### config.mk
export PLATFORM = sky130hd
export DESIGN_NAME = vec_tlb
export DESIGN_NICKNAME = d
export VERILOG_FILES = /design/src/rtl/vtb_pkg.sv /design/src/rtl/vtb_tag_array.sv /design/src/rtl/vtb_victim_ptr.sv /design/src/rtl/vtb_miss_fsm.sv /design/src/rtl/vec_tlb.sv
export SDC_FILE = /design/constraint.sdc
export NUM_CORES = 1
export LEC_CHECK = 0
export BUFFER_PORTS_ARGS = -buffer_cell sky130_fd_sc_hd__buf_2
export CELL_PAD_IN_SITES_DETAIL_PLACEMENT = 0
export CELL_PAD_IN_SITES_GLOBAL_PLACEMENT = 2
export CORE_ASPECT_RATIO = 2
export CORE_MARGIN = 2
export CORE_UTILIZATION = 40
export DETAILED_ROUTE_END_ITERATION = 8
export GPL_TIMING_DRIVEN = 0
export PLACE_DENSITY = 0.86
export SLEW_MARGIN = 20
export SYNTH_ARGS = -nofsm -noshare
export SYNTH_HDL_FRONTEND = slang
export SYNTH_SLANG_ARGS = --single-unit
### constraint.sdc
create_clock -name clk_i -period 6.3 [get_ports clk_i]
set_input_delay 0.315 -clock clk_i [delete_from_list [all_inputs] [get_ports clk_i]]
set_output_delay 0.315 -clock clk_i [all_outputs]
set_load 0.02 [all_outputs]
### src/rtl/vtb_pkg.sv
package vtb_pkg;
  typedef enum logic {
    MC_IDLE = 1'b0,
    MC_WAIT = 1'b1
  } mc_state_e;
endpackage

### src/rtl/vtb_tag_array.sv
module vtb_tag_array #(
  parameter int ENTRIES = 8,
  parameter int VPN_W   = 23,
  parameter int PFN_W   = 23,
  localparam int IDX_W  = $clog2(ENTRIES)
) (
  input  logic               clk_i,
  input  logic               rst_ni,
  input  logic [VPN_W-1:0]   lk_vpn_i,
  output logic               hit_o,
  output logic [PFN_W-1:0]   hit_pfn_o,
  input  logic               inv_single_i,
  input  logic [VPN_W-1:0]   inv_vpn_i,
  input  logic               inv_all_i,
  input  logic               wr_en_i,
  input  logic [IDX_W-1:0]   wr_idx_i,
  input  logic [VPN_W-1:0]   wr_vpn_i,
  input  logic [PFN_W-1:0]   wr_pfn_i,
  output logic [ENTRIES-1:0] valid_o
);
  logic [ENTRIES-1:0] valid_q;
  logic [ENTRIES-1:0] match;
  logic [VPN_W-1:0]   vpn_q [ENTRIES];
  logic [PFN_W-1:0]   pfn_q [ENTRIES];

  for (genvar g = 0; g < ENTRIES; g++) begin : g_ent
    logic wr_here;
    assign wr_here  = wr_en_i && (wr_idx_i == IDX_W'(g));
    assign match[g] = valid_q[g] && (vpn_q[g] == lk_vpn_i);

    always_ff @(posedge clk_i or negedge rst_ni) begin
      if (!rst_ni) begin
        valid_q[g] <= 1'b0;
        vpn_q[g]   <= '0;
        pfn_q[g]   <= '0;
      end else begin
        // invalidate first, a surviving fill overrides its own slot
        if (inv_all_i || (inv_single_i && vpn_q[g] == inv_vpn_i))
          valid_q[g] <= 1'b0;
        if (wr_here) begin
          valid_q[g] <= 1'b1;
          vpn_q[g]   <= wr_vpn_i;
          pfn_q[g]   <= wr_pfn_i;
        end
      end
    end

    assert_inv_single_R7: assert property (@(posedge clk_i) disable iff (!rst_ni)
      (inv_single_i && vpn_q[g] == inv_vpn_i && !wr_here) |=> !valid_q[g]);
  end

  always_comb begin
    hit_pfn_o = '0;
    for (int i = 0; i < ENTRIES; i++)
      if (match[i]) hit_pfn_o = hit_pfn_o | pfn_q[i];
  end

  assign hit_o   = |match;
  assign valid_o = valid_q;

  assert_one_match_R2: assert property (@(posedge clk_i) disable iff (!rst_ni)
    $onehot0(match));
  assert_clear_all_R8: assert property (@(posedge clk_i) disable iff (!rst_ni)
    (inv_all_i && !wr_en_i) |=> (valid_q == '0));
endmodule

### src/rtl/vtb_victim_ptr.sv
module vtb_victim_ptr #(
  parameter int ENTRIES = 8,
  localparam int IDX_W  = $clog2(ENTRIES)
) (
  input  logic             clk_i,
  input  logic             rst_ni,
  input  logic             adv_i,
  output logic [IDX_W-1:0] idx_o
);
  logic [IDX_W-1:0] ptr_q;

  always_ff @(posedge clk_i or negedge rst_ni) begin
    if (!rst_ni)          ptr_q <= '0;
    else if (adv_i) begin
      if (ptr_q == IDX_W'(ENTRIES - 1)) ptr_q <= '0;
      else                              ptr_q <= ptr_q + 1'b1;
    end
  end

  assign idx_o = ptr_q;
endmodule

### src/rtl/vtb_miss_fsm.sv
module vtb_miss_fsm
  import vtb_pkg::*;
#(
  parameter int VPN_W = 23
) (
  input  logic             clk_i,
  input  logic             rst_ni,
  input  logic             miss_i,
  input  logic [VPN_W-1:0] miss_vpn_i,
  input  logic             mem_active_i,
  input  logic             rsp_valid_i,
  input  logic             rsp_ok_i,
  input  logic             inv_single_i,
  input  logic [VPN_W-1:0] inv_vpn_i,
  input  logic             inv_all_i,
  output logic             walk_req_o,
  output logic [VPN_W-1:0] walk_vpn_o,
  output logic             fill_we_o,
  output logic             fill_err_o
);
  mc_state_e        state_q;
  logic [VPN_W-1:0] vpn_q;
  logic             rsp_here;
  logic             kill;

  assign rsp_here   = (state_q == MC_WAIT) && rsp_valid_i;
  assign kill       = inv_all_i || (inv_single_i && inv_vpn_i == vpn_q);
  assign fill_we_o  = rsp_here && rsp_ok_i && mem_active_i && !kill;
  assign fill_err_o = rsp_here && !rsp_ok_i;
  assign walk_req_o = (state_q == MC_WAIT);
  assign walk_vpn_o = vpn_q;

  always_ff @(posedge clk_i or negedge rst_ni) begin
    if (!rst_ni) begin
      state_q <= MC_IDLE;
      vpn_q   <= '0;
    end else begin
      unique case (state_q)
        MC_IDLE: if (miss_i) begin
          state_q <= MC_WAIT;
          vpn_q   <= miss_vpn_i;
        end
        MC_WAIT: if (rsp_valid_i) state_q <= MC_IDLE;
        default: state_q <= MC_IDLE;
      endcase
    end
  end

  assert_req_hold_R3: assert property (@(posedge clk_i) disable iff (!rst_ni)
    (walk_req_o && !rsp_valid_i) |=> (walk_req_o && $stable(walk_vpn_o)));
  assert_req_drop_R4: assert property (@(posedge clk_i) disable iff (!rst_ni)
    (walk_req_o && rsp_valid_i) |=> !walk_req_o);
endmodule

### src/rtl/vec_tlb.sv
module vec_tlb #(
  parameter int VA_W      = 32,
  parameter int PA_W      = 32,
  parameter int PAGE_BITS = 9,
  parameter int ENTRIES   = 8,
  localparam int VPN_W    = VA_W - PAGE_BITS,
  localparam int PFN_W    = PA_W - PAGE_BITS,
  localparam int IDX_W    = $clog2(ENTRIES)
) (
  input  logic             clk_i,
  input  logic             rst_ni,
  input  logic             vec_en_i,
  input  logic             mem_active_i,
  input  logic             ctx_load_i,
  input  logic             lk_valid_i,
  input  logic [VA_W-1:0]  lk_va_i,
  output logic             lk_hit_o,
  output logic [PA_W-1:0]  lk_pa_o,
  output logic             lk_stall_o,
  output logic             lk_err_o,
  output logic             walk_req_o,
  output logic [VPN_W-1:0] walk_vpn_o,
  input  logic             walk_rsp_valid_i,
  input  logic             walk_rsp_ok_i,
  input  logic [PFN_W-1:0] walk_rsp_pfn_i,
  input  logic             inv_single_i,
  input  logic [VPN_W-1:0] inv_vpn_i,
  input  logic             inv_all_i,
  input  logic             inv_vec_all_i
);
  logic               arr_hit;
  logic [PFN_W-1:0]   arr_pfn;
  logic [ENTRIES-1:0] valid_vec;
  logic [IDX_W-1:0]   victim;
  logic               fill_we;
  logic               clear_all;
  logic               lk_act;
  logic               miss_start;
  logic [VPN_W-1:0]   lk_vpn;

  assign lk_vpn     = lk_va_i[VA_W-1:PAGE_BITS];
  assign clear_all  = inv_all_i || inv_vec_all_i;
  assign lk_act     = lk_valid_i && vec_en_i;
  assign lk_hit_o   = lk_act && arr_hit;
  assign lk_stall_o = lk_act && !arr_hit;
  assign lk_pa_o    = {arr_pfn, lk_va_i[PAGE_BITS-1:0]};
  assign miss_start = lk_stall_o && mem_active_i;

  vtb_tag_array #(.ENTRIES(ENTRIES), .VPN_W(VPN_W), .PFN_W(PFN_W)) u_arr (
    .clk_i        (clk_i),
    .rst_ni       (rst_ni),
    .lk_vpn_i     (lk_vpn),
    .hit_o        (arr_hit),
    .hit_pfn_o    (arr_pfn),
    .inv_single_i (inv_single_i),
    .inv_vpn_i    (inv_vpn_i),
    .inv_all_i    (clear_all),
    .wr_en_i      (fill_we),
    .wr_idx_i     (victim),
    .wr_vpn_i     (walk_vpn_o),
    .wr_pfn_i     (walk_rsp_pfn_i),
    .valid_o      (valid_vec)
  );

  vtb_victim_ptr #(.ENTRIES(ENTRIES)) u_ptr (
    .clk_i  (clk_i),
    .rst_ni (rst_ni),
    .adv_i  (fill_we),
    .idx_o  (victim)
  );

  vtb_miss_fsm #(.VPN_W(VPN_W)) u_fsm (
    .clk_i        (clk_i),
    .rst_ni       (rst_ni),
    .miss_i       (miss_start),
    .miss_vpn_i   (lk_vpn),
    .mem_active_i (mem_active_i),
    .rsp_valid_i  (walk_rsp_valid_i),
    .rsp_ok_i     (walk_rsp_ok_i),
    .inv_single_i (inv_single_i),
    .inv_vpn_i    (inv_vpn_i),
    .inv_all_i    (clear_all),
    .walk_req_o   (walk_req_o),
    .walk_vpn_o   (walk_vpn_o),
    .fill_we_o    (fill_we),
    .fill_err_o   (lk_err_o)
  );

  assert_ctx_keep_R10: assert property (@(posedge clk_i) disable iff (!rst_ni)
    (ctx_load_i && !clear_all && !inv_single_i && !fill_we) |=> $stable(valid_vec));
  assert_fill_active_R5: assert property (@(posedge clk_i) disable iff (!rst_ni)
    fill_we |-> (mem_active_i && walk_req_o));
  assert_idle_disabled_R12: assert property (@(posedge clk_i) disable iff (!rst_ni)
    (!vec_en_i && !walk_req_o) |=> !walk_req_o);
endmodule

==> results of run 1 <==
## cell usage in the layout (no fill, tap or decap), drive strengths merged, types with 2 or more instances in the layout
| cell | count |
|---|---|
| xnor2 | 119 |
| ha | 6 |
| a22o | 23 |
| o21ai | 2 |
| clkinvlp | 2 |
| buf | 218 |
| nor4 | 70 |
| bufinv | 2 |
| nor2 | 4 |
| inv | 5 |
| clkinv | 10 |
| clkbuf | 69 |
| a221oi | 23 |
| dfrtp | 403 |
| nand2b | 3 |
| nand2 | 13 |
| diode | 2 |
| xor2 | 272 |
| o311ai | 8 |
| a22oi | 46 |
| nand4 | 51 |
| nor3 | 9 |
| mux2 | 391 |
| nand3 | 26 |
| and3 | 4 |
## Yosys cell counts
master,n
a21o_1,1
a21oi_1,1
a221oi_1,23
a22o_1,23
a22oi_1,46
and3_1,4
buf_1,1
buf_12,2
buf_2,36
buf_4,59
buf_6,25
clkbuf_1,15
clkbuf_2,1
dfrtp_1,403
ha_1,6
inv_1,4
mux2_1,372
mux2_4,19
mux2i_1,1
nand2_1,13
nand2b_1,3
nand3_1,26
nand4_1,51
nor2_1,4
nor3_2,7
nor3_4,2
nor3b_1,1
nor4_1,70
nor4b_4,1
o21ai_1,2
o311ai_0,8
xnor2_1,119
xor2_1,272
## power by group
part	switching (mW)	internal, mW	leakage, nW
combinational	0.635	0.303	6.02
clock	1.07	1.35	0.638
sequential	0.0829	2.70	5.54
total	1.79	4.35	12.2
## kinds of logic after synthesis
logic type,after synthesis
DFF,403
muxes,392
xor gates and xnor gates,391
and+or+nand+nor,182
buffers and inverters,143
AOI/OAI and AO/OA,104
adders and majority gates,6
## per-layer routing
metal  routed length (um)  vias to the layer above  global-route usage [%]
met2                37910                      593                   48.73
met5                   13                        -                       0
met4                 5968                        2                   19.34
met3                 3976                      261                   4.199
li1                     -                     6010                       -
met1                26030                     7293                   28.61
## worst max-delay path, cell delays in order (launching register included)
cell      delay (ns)
dfrtp_1         0.42
xor2_1          0.15
nor4_1          0.37
nand4_1         0.16
nor3_2          0.70
clkbuf_1        0.71
buf_2           0.47
a22oi_1         0.11
nand3_1         0.16
buf_2           0.18
## sequential cells by signal, indices dropped and copies added (netlist names)
register          count
u_ptr.idx_o           3
u_arr.vpn_q         184
u_arr.pfn_q         184
u_arr.valid_o         8
u_fsm.walk_vpn_o     23
u_fsm.walk_req_o      1
## cell type report
class | instances | area, um2
clock buffers | 53 | 1140
clock inverters | 15 | 145.1
well taps | 665 | 832.0
inverters | 4 | 15.01
plain buffers | 139 | 1010
diodes | 2 | 5.005
fillers | 4871 | 28610
multi-input cells | 1075 | 9956
repair buffers | 96 | 608.1
flip-flops and latches | 403 | 10080
## through the flow
step                std cells  setup TNS [ns]
floorplan                1621               0
global placement         2376        -1228.62
detailed placement       2381               0
CTS                      2450               0
global route             2451               0
finish                   2452               0
## final timing paths
check / startpoint / to / slack [ns] / depth (start not counted)
setup / recovery: u_arr.vpn_q[113] / lk_pa_o[29] / 1.96 / 9
max in group asynchronous: rst_ni / u_fsm.walk_vpn_o[22] / 4.14 / 6
hold / removal: walk_rsp_valid_i / u_fsm.walk_req_o / 0.03 / 3
hold reg to reg: u_arr.pfn_q[176] / u_arr.pfn_q[176] / 0.49 / 1
setup reg to reg: u_fsm.walk_vpn_o[18] / u_arr.vpn_q[89] / 2.82 / 11
min in group asynchronous: rst_ni / u_fsm.walk_vpn_o[20] / 0.24 / 2
==> results.yml, run 1 <==
worst_setup_path:
  worst-path-max-fanout: 10
  required_ns: 5.98
  arrival_ns: 4.03
  cp-start-kind: "flop"
  end_kind: "output pin"
  crit_type: "reg -> out"
cts:
  clockBufferDepth: 3
  htreeDepth: 2
  clkTransAtPathRegs_ns: 0.07
  postCtsSetupBuffers: 0
  cts-root-buf: "clkbuf_16"
  clock_latency_ns: 0.57
  cts_tree: "done"
  cts_resized: 0
  holdBufCountCts: 1
  tritoncts.num_buffers: 39
  clock-sinks: 403
synth:
  synth_cell_type_count: 33
  synth_top_area_share_pct: 47.88
  synth_seq_area_share_pct: 47.88
  synth_top_family_by_area: "multiplexers"
  synth_area_leader_cell: "dfrtp_1"
  synth_mux_area_share_pct: 21.29
  synth_fa_ha_area_share_pct: 0.3564
  syn-cell-area_um2: 21060
  synthSimpleGateAreaFrac_pct: 5.358
  netlist_instances: 1621
  ys_ff_latch: 403
  synth-compound-area-share_pct: 3.992
  synthXorXnorAreaFrac_pct: 16.26
  synth.area.top_cells: "dfrtp_1, mux2_1, xor2_1"
  syn_area_per_cell_um2: 12.99
  synth-warning-count: 0
  synth_nets: 1716
detailed_routing:
  antenna_left: 0
  avgViaCountPerCell: 5.774
  drtPass1Iterations: 5
  remaining_drc_errors: 0
  drt-initial-drc-count: 806
  vias: 14160
  wl_per_cell_um: 30.14
  totalWireLength_um: 73900
timing:
  setup_viol: 0
  finalCritPeriodShare_pct: 68.92
  fin_skew_ns: 0.03177
  drv_slew: 0
  rsz0062_at_grt: "false"
  finalHoldViolCount: 0
  fmax_mhz: 230.3
  hold_slack_ns: 0.03209
  slew_headroom_pct: 38.04
  worst_pin_slew_ns: 0.9284
  timing.final.ws_setup_ns: 1.958
  post-route-min-period_ns: 4.342
global_route:
  grt_pass1_vias: 15220
  grt-ovfl-total: 0
  grt_antenna_before_repair: 3
  grt_pass1_wl_um: 106900
  grt_use_total_pct: 27.02
  grt_max_degree: 94
pwr:
  vdd_drop_max_mv: 0.2442
  total_power_mw: 6.142
  p_per_area_nw_per_um2: 258.1
  power.leakage_nw: 12.20
placed_design:
  gp_congestion: 0.9362
  dpl_cell_area_um2: 22500
  hpwl_um: 53650
  pre_cts_slack_ns: 2.371
  port_buffers: 90
floorplan:
  start_util_pct: 40.19
  design.core.area_um2: 52410
  die_width_um: 166.3
  die-height_um: 328.5
  die_area_um2: 54620
  rows: 119
  num_io_pins: 148
status:
  status: "completed"
final_layout:
  final_area_um2: 23800
  finalNetCount: 1853
  final_util_pct: 45.40
  syn_to_final_growth_pct: 12.97
  drive_gt1_share_pct: 17.48
run:
  drv_cap: 0
hold_path:
  min_path_type: "in -> reg"
No activity file was read; power rests on OpenSTA's default activity.
==> run 2: changes to the inputs <==
==> constraint.sdc (replaced) <==
create_clock -name clk_i -period 4.1 [get_ports clk_i]
set_input_delay 0.205 -clock clk_i [delete_from_list [all_inputs] [get_ports clk_i]]
set_output_delay 0.205 -clock clk_i [all_outputs]
set_load 0.02 [all_outputs]
==> run 2 against run 1 <==
Combinational power increased by 56%. Highest routed layer is now met4. Cell area rose by 1.0%. Critical endpoint is now lk_pa_o[27]. Flip-flop and latch count stayed put. Non-clock buffer count rose by 24. Clock power increased by 54%.
==> results.yml, run 2 (synthesis results as in run 1) <==
status:
  status: "completed"
detailed_routing:
  antenna_left: 0
  wl_per_cell_um: 29.91
  drt-initial-drc-count: 812
  vias: 14230
  drtPass1Iterations: 5
  totalWireLength_um: 74020
  remaining_drc_errors: 0
  avgViaCountPerCell: 5.750
cts:
  clock-sinks: 403
  htreeDepth: 2
  clockBufferDepth: 3
  tritoncts.num_buffers: 39
  clkTransAtPathRegs_ns: 0.07
  postCtsSetupBuffers: 0
  cts_tree: "done"
  clock_latency_ns: 0.57
  cts-root-buf: "clkbuf_16"
worst_setup_path:
  cp_cell_sequence: "xor2_1 > nor4_1 > nand4_1 > nor3_2 > clkbuf_1 > a221oi_1 > nand3_1 > buf_2"
  worst_path_max_delay_cell: "clkbuf_1"
  worst-path-max-fanout: 10
  arrival_ns: 3.75
  cpPeakStageDelay_ns: 0.63
  critPathTopFamily: "simple AND/OR/NAND/NOR gates"
  end_kind: "output pin"
  crit_buf_inv: 2
  required_ns: 3.89
  cp-start-kind: "flop"
  crit_type: "reg -> out"
run:
  drv_cap: 0
pwr:
  power.internal_mw: 6.705
  p_per_area_nw_per_um2: 393.5
  total_power_mw: 9.461
  combPwrFrac_pct: 15.4
  vdd_drop_max_mv: 0.3735
  pwr-share-clk_pct: 39.4
  power_frac_seq_pct: 45.1
  switchingPower_mw: 2.756
  switching_share_pct: 29.13
  power.leakage_nw: 12.33
global_route:
  grt_max_degree: 94
  grt-ovfl-total: 0
  grt-busiest-layer: "met2"
  use_met3_pct: 4.079
  grt_util_met2_pct: 48.80
  grt_use_total_pct: 27.03
  use_met1_pct: 28.62
  grt_pass1_vias: 15330
  grt_pass1_wl_um: 107100
  grt_antenna_before_repair: 1
timing:
  timing.final.ws_setup_ns: 0.1444
  drv_slew: 0
  fmax_mhz: 252.8
  post-route-min-period_ns: 3.956
  setup_viol: 0
  finalCritPeriodShare_pct: 96.48
  finalHoldViolCount: 0
  rsz0062_at_grt: "false"
  fin_skew_ns: 0.03005
  finalSetupTns_ns: 0
  worst_pin_slew_ns: 0.9217
  slew_headroom_pct: 38.49
final_layout:
  drive_gt1_share_pct: 17.41
  finalNetCount: 1877
  syn_to_final_growth_pct: 14.15
  layout_commonest_cell: "dfrtp_1"
  final_cell_mix: "dfrtp_1, mux2_1, xor2_1"
floorplan:
  start_util_pct: 40.19
  die_width_um: 166.3
  num_io_pins: 148
  die_area_um2: 54620
  design.core.area_um2: 52410
  rows: 119
  die-height_um: 328.5
placed_design:
  port_buffers: 90
  hpwl_um: 53650
  pre_cts_slack_ns: 0.3914
  gp_congestion: 0.9362
hold_path:
  min_path_type: "in -> reg"
[run 2: cell types whose count changed in the layout (fill, tap and decap cells not counted)]
cell,delta
dlygate4sd3_1,+24
clkbuf_1,-3
clkbuf_2,+3
diode_2,-1
nor3_2,-1
nor3_4,+1
[run 2: worst paths after layout]
kind | startpoint | endpoint | slack, ns | cells past startpoint
hold reg to reg | u_arr.pfn_q[128] | u_arr.pfn_q[128] | 0.49 | 1
max in group asynchronous | rst_ni | u_fsm.walk_vpn_o[22] | 2.04 | 6
setup / recovery | u_arr.vpn_q[134] | lk_pa_o[27] | 0.14 | 8
hold / removal | lk_va_i[16] | u_fsm.walk_vpn_o[7] | 0.04 | 2
min in group asynchronous | rst_ni | u_fsm.walk_vpn_o[20] | 0.13 | 2
setup reg to reg | u_fsm.walk_vpn_o[18] | u_arr.vpn_q[89] | 0.60 | 11
[run 2: metrics by stage]
step	instance area, um2	hold slack (ns)	cells	utilization [%]
after floorplan	21060	-0.09059	1621	-
after global placement	22350	0.4667	2376	42.64
after detailed placement	22500	0.1300	2381	42.92
after CTS	24030	0.01361	2474	45.85
after global routing	24040	0.02665	2475	45.87
final	24040	0.03986	2475	45.87
[run 2: layer usage]
layer	vias up	share of wire (%)
met3	265	5.0
met4	0	8.2
met5	-	0
li1	6060	-
met1	7333	36
met2	574	51
[run 2: area by class of cell]
cell class / count / area (um2)
multi-input combinational: 1075 / 9962
timing repair buffer: 120 / 848.3
inverter: 4 / 15.01
sequential: 403 / 10080
clock inverter: 15 / 145.1
antenna: 1 / 2.502
clock buffer: 53 / 1140
fill: 4853 / 28370
tap: 665 / 832.0
buffer: 139 / 1013
[run 2: what timing repair did]
item,4_1_cts,5_1_grt
hold buffers,25,0
resized for setup,1,6
setup endpoints to repair,10,7
hold endpoints to repair,277,0
[run 2: power groups by stage]
| stage | Sequential [mW] | Clock [mW] | Combinational [mW] |
|---|---|---|---|
| global route | 4.29 | 3.91 | 1.52 |
| finish | 4.27 | 3.73 | 1.46 |
| global placement | 4.34 | 0 | 1.39 |
| detailed placement | 4.34 | 0 | 1.42 |
| CTS | 4.27 | 3.77 | 1.45 |
| floorplan | 4.38 | 0 | 0.693 |
